$ cat config.mk
export PLATFORM = sky130hd
export DESIGN_NAME = chunk_stat_agg
export DESIGN_NICKNAME = d
export VERILOG_FILES = /design/src/rtl/chunk_stat_agg.sv
export SDC_FILE = /design/constraint.sdc
export NUM_CORES = 1
export LEC_CHECK = 0
export BUFFER_PORTS_ARGS = -buffer_cell sky130_fd_sc_hd__buf_4
export CAP_MARGIN = 25
export CORE_MARGIN = 8
export CORE_UTILIZATION = 35
export DETAILED_ROUTE_END_ITERATION = 12
export PLACE_DENSITY_LB_ADDON = 0.1
export SLEW_MARGIN = 15
export SYNTH_ARGS = -nofsm -noshare
export SYNTH_HDL_FRONTEND = slang
export SYNTH_SLANG_ARGS = --single-unit
$ cat constraint.sdc
create_clock -name clk -period 3.7 [get_ports clk]
set_clock_uncertainty 0.2 [all_clocks]
set_input_delay 0.37 -clock clk [delete_from_list [all_inputs] [get_ports clk]]
set_output_delay 0.37 -clock clk [all_outputs]
set_load 0.05 [all_outputs]
$ cat src/rtl/chunk_stat_agg.sv
module chunk_stat_agg #(
  parameter int MAX_CHUNKS  = 16,
  parameter int MAX_CORR    = 40,
  parameter int ERASED_CODE = 8'hFF,
  parameter int UNCORR_CODE = 8'hFE,
  localparam int TOT_W = $clog2(MAX_CHUNKS * MAX_CORR + 1),
  localparam int CNT_W = $clog2(MAX_CHUNKS + 1),
  localparam int MAX_W = $clog2(MAX_CORR + 1)
) (
  input  logic             clk,
  input  logic             rst_n,
  input  logic             page_start,
  input  logic             st_valid,
  input  logic [7:0]       st_byte,
  input  logic             st_last,
  output logic             res_valid,
  output logic [MAX_W-1:0] res_max,
  output logic [TOT_W-1:0] res_total,
  output logic [CNT_W-1:0] res_fail_cnt,
  output logic             res_fail
);

  logic [MAX_W-1:0] acc_max, base_max, nxt_max, hold_max;
  logic [TOT_W-1:0] acc_total, base_total, nxt_total;
  logic [CNT_W-1:0] acc_fail, base_fail, nxt_fail;
  logic             is_erased, is_uncorr, is_corr, is_fail;
  logic [MAX_W-1:0] corr_bits;

  assign is_erased = st_byte == 8'(ERASED_CODE);
  assign is_uncorr = st_byte == 8'(UNCORR_CODE);
  assign is_corr   = st_byte <= 8'(MAX_CORR);
  assign is_fail   = is_uncorr | (!is_erased & !is_corr);
  assign corr_bits = (st_valid && is_corr) ? st_byte[MAX_W-1:0] : '0;

  assign base_max   = page_start ? '0 : acc_max;
  assign base_total = page_start ? '0 : acc_total;
  assign base_fail  = page_start ? '0 : acc_fail;

  assign nxt_max   = (corr_bits > base_max) ? corr_bits : base_max;
  assign nxt_total = base_total + TOT_W'(corr_bits);
  assign nxt_fail  = base_fail + CNT_W'(st_valid && is_fail);

  always_ff @(posedge clk) begin
    if (!rst_n) begin
      acc_max   <= '0;
      acc_total <= '0;
      acc_fail  <= '0;
    end else if (page_start || st_valid) begin
      acc_max   <= nxt_max;
      acc_total <= nxt_total;
      acc_fail  <= nxt_fail;
    end
  end

  always_ff @(posedge clk) begin
    if (!rst_n) begin
      res_valid    <= 1'b0;
      hold_max     <= '0;
      res_total    <= '0;
      res_fail_cnt <= '0;
    end else begin
      res_valid <= st_valid && st_last;
      if (st_valid && st_last) begin
        hold_max     <= nxt_max;
        res_total    <= nxt_total;
        res_fail_cnt <= nxt_fail;
      end
    end
  end

  assign res_fail = res_fail_cnt != '0;
  assign res_max  = res_fail ? '0 : hold_max;

endmodule

==> flow_summary.json <==
{
  "status": "finished, final reports clean",
  "port_buffers": 35,
  "grt_pass1_wl_um": 10500,
  "fmax_ghz": 0.295,
  "drv_slew": 0,
  "worst_pin_slew_ns": 0.943,
  "start_util_pct": 36.4,
  "fin_cells": 438,
  "synth_top_cell_by_area": "dfxtp_1",
  "utilization_pct": 43.1,
  "grt_pass1_vias": 2162,
  "finalCritPeriodShare_pct": 91.5,
  "rsz0062_at_grt": "no",
  "design.core.area_um2": 6830,
  "crit_path_start_kind": "input pin",
  "synth-seq-cells": 43,
  "rr_worst_depth": 11,
  "synth_fp_nets": 336,
  "setup_viol": 0,
  "dp_cells": 430,
  "layout-drive-gt1-share_pct": 19.9,
  "cp_common_cell": "buf_4",
  "ctsResizeCount": 0,
  "post_drt_wl_per_cell_um": 14.4,
  "postCtsSetupRepairBufs": 0,
  "drt-pass1-iter-count": 4,
  "slowest_stage": "or4_4",
  "synthTopCellsByArea": "dfxtp_1 35%, ha_1 6.5%, nand2_1 6.3%",
  "syn_avg_cell_area_um2": 8.05,
  "hp-class": "in -> reg",
  "ys_warn_count": 0,
  "yosysSeqAreaShare_pct": 34.6,
  "numClockSinks": 43,
  "drt-total-wl_um": 6330,
  "powerDensity_nw_per_um2": 330,
  "synth-xor-area-share_pct": 4.93,
  "crit_fanout": 4,
  "die-area_um2": 10100,
  "htree_levels": 2,
  "post_cts_hold_buffer_count": 0,
  "syn_to_final_growth_pct": 18.3,
  "ios": 36,
  "cts.path.max_buffers": 2,
  "hold_path_depth": 3,
  "synth_cell_type_count": 53,
  "synthSimpleGateAreaFrac_pct": 27.2,
  "maxCapViolations": 0,
  "cp.arrival_ns": 3.39,
  "syn_area_um2": 2490,
  "final_antenna_net_count": 0,
  "fillers": 757,
  "hpwlAfterDp_um": 4660,
  "synthCells": 309,
  "grt_max_degree": 30,
  "viasPerCell": 4.99,
  "gp_congestion": 0.752,
  "synth_compound_area_share_pct": 20.9,
  "ir_drop_mv": 0.123,
  "fin_tns_setup_ns": 0,
  "muxShareOfSynthArea_pct": 0.805,
  "synth_adder_area_share_pct": 7.35,
  "num_rows": 30,
  "min_period_ns": 3.38,
  "relSlewSlack_pct": 37.1,
  "drt_iter0_drc": 41,
  "insertion_delay_ns": 0.30,
  "fin_area_um2": 2940,
  "synth_top_cell_area_share_pct": 34.6,
  "crit_chain": "buf_4 > or4_4 > a2111oi_4 > and2_4 > ha_1 > inv_1 > fa_1 > nor2b_1 > o21ai_1 > a311oi_4 > buf_4 > nand4_1 > xor2_1 > nor2_1",
  "synth_top_family_by_area": "simple AND/OR/NAND/NOR gates",
  "max_stage_delay_ns": 0.57,
  "tritoncts": "done",
  "antenna_found_initial": 0,
  "cts.clk_slew.worst_paths_ns": 0.09,
  "vias": 2184,
  "post_dp_cell_area_um2": 2850,
  "gr-total-overflow": 0,
  "endpoint_kind": "register",
  "final_nets": 368,
  "diodes": 0,
  "die_h_um": 100,
  "worstPathRequired_ns": 3.70,
  "die_x_um": 100,
  "hold_violations": 0,
  "drc": 0,
  "critical_path_class": "in -> reg",
  "p_leak_nw": 1.13,
  "grt_use_total_pct": 13.1,
  "cts_root_buf": "clkbuf_8",
  "numCtsBuffers": 5
}
==> power by group <==
| part | internal, W | total, W | switching, W |
|---|---|---|---|
| registers | 0.000476 | 0.000482 | 0.00000606 |
| logic | 0.0000547 | 0.000168 | 0.000113 |
| clock network | 0.000135 | 0.000322 | 0.000186 |
| total | 0.000666 | 0.000972 | 0.000306 |
==> worst max-delay path, delay by kind of cell <==
family,cells,cell delay (ns)
compound gates,3,0.83
xor+xnor,1,0.16
fa+ha+maj,2,0.55
buf+inv,3,0.34
simple gates,5,1.14
==> placed cells by master (no fill, tap or decap), drive strengths merged, types with 3 or more instances in the layout <==
cell	synthesis	layout
a31oi	4	4
nor2	25	25
nor2b	12	12
a21oi	29	29
o21a	3	3
a211oi	6	6
and2	13	13
inv	9	10
nor3	3	3
xnor2	10	10
dfxtp	43	43
nand4	4	4
nand2b	10	10
o32ai	3	3
nand3	8	8
o21ai	19	19
ha	13	13
o31ai	5	5
xor2	4	4
or2	7	7
clkbuf	13	5
a311oi	3	3
buf	3	41
nand2	43	43
==> through the flow <==
step	hold slack [ns]	setup WS (ns)	total power, W
after detailed placement	0.244	0.00760	0.000664
after global routing	0.170	0.137	0.00102
after CTS	0.150	0.307	0.000987
final	0.159	0.315	0.000972
after floorplan	0.227	0.139	0.000607
after global placement	0.237	0.0480	0.000664
==> worst paths after layout <==
| check | startpoint | endpoint | slack [ns] |
|---|---|---|---|
| max reg2reg | acc_total[0]$_SDFFE_PN0P_ | acc_total[8]$_SDFFE_PN0P_ | 1.07 |
| min | st_byte[4] | acc_max[4]$_SDFFE_PN0P_ | 0.16 |
| max | st_byte[0] | acc_total[8]$_SDFFE_PN0P_ | 0.32 |
| min reg2reg | acc_total[5]$_SDFFE_PN0P_ | acc_total[5]$_SDFFE_PN0P_ | 0.25 |
==> layout make-up <==
| class | instances | area [um2] | share of cell area, % |
|---|---|---|---|
| clock buffer | 5 | 68.8 | 2.34 |
| clock inverter | 3 | 23.8 | 0.808 |
| inverter | 10 | 38.8 | 1.32 |
| multi-input combinational | 240 | 1520 | 51.7 |
| sequential | 43 | 861 | 29.3 |
| tap | 96 | 120 | 4.08 |
| timing repair buffer | 41 | 308 | 10.5 |
==> state kept, by name, summed over array words and instances, names as in the netlist <==
signal and flops:
acc_total 10, acc_fail 5, res_total 10, res_valid 1, hold_max 6, res_fail_cnt 5, acc_max 6
==> per-layer routing <==
| metal | global-route usage (%) | wire, um | part of all wire, % | vias up |
|---|---|---|---|---|
| met3 | 2.28 | 226 | 3.6 | 7 |
| met5 | 0 | 0 | 0 | - |
| met4 | 5.35 | 93 | 1.5 | 0 |
| li1 | - | - | - | 1139 |
| met2 | 22.0 | 3010 | 48 | 31 |
| met1 | 16.1 | 3000 | 47 | 1007 |
==> kinds of logic after synthesis <==
logic type,count (synthesis)
xor+xnor,14
mux,2
simple gates,133
buf+inv,26
compound gates,77
flops,43
fa+ha+maj,14
==> synthesized netlist by cell type, drive strengths merged <==
cell type  instances
nand3              8
nand4              4
ha                13
o32ai              3
a2111oi            2
nand2             43
a21oi             29
o21a               3
inv                9
and2b              1
a211oi             6
nand2b            10
o31ai              5
nor3               3
xor2               4
or2                7
nand4bb            1
clkbuf            13
nand4b             1
o21bai             1
clkinv             1
nor4               1
fa                 1
a311oi             3
xnor2             10
nor4b              1
nor2b             12
buf                3
mux2i              2
dfxtp             43
and2              13
o22ai              1
a31oi              4
o41a               1
nor3b              1
o21ai             19
nor2              25
or4                2
Power figures use the tool's default switching activity.
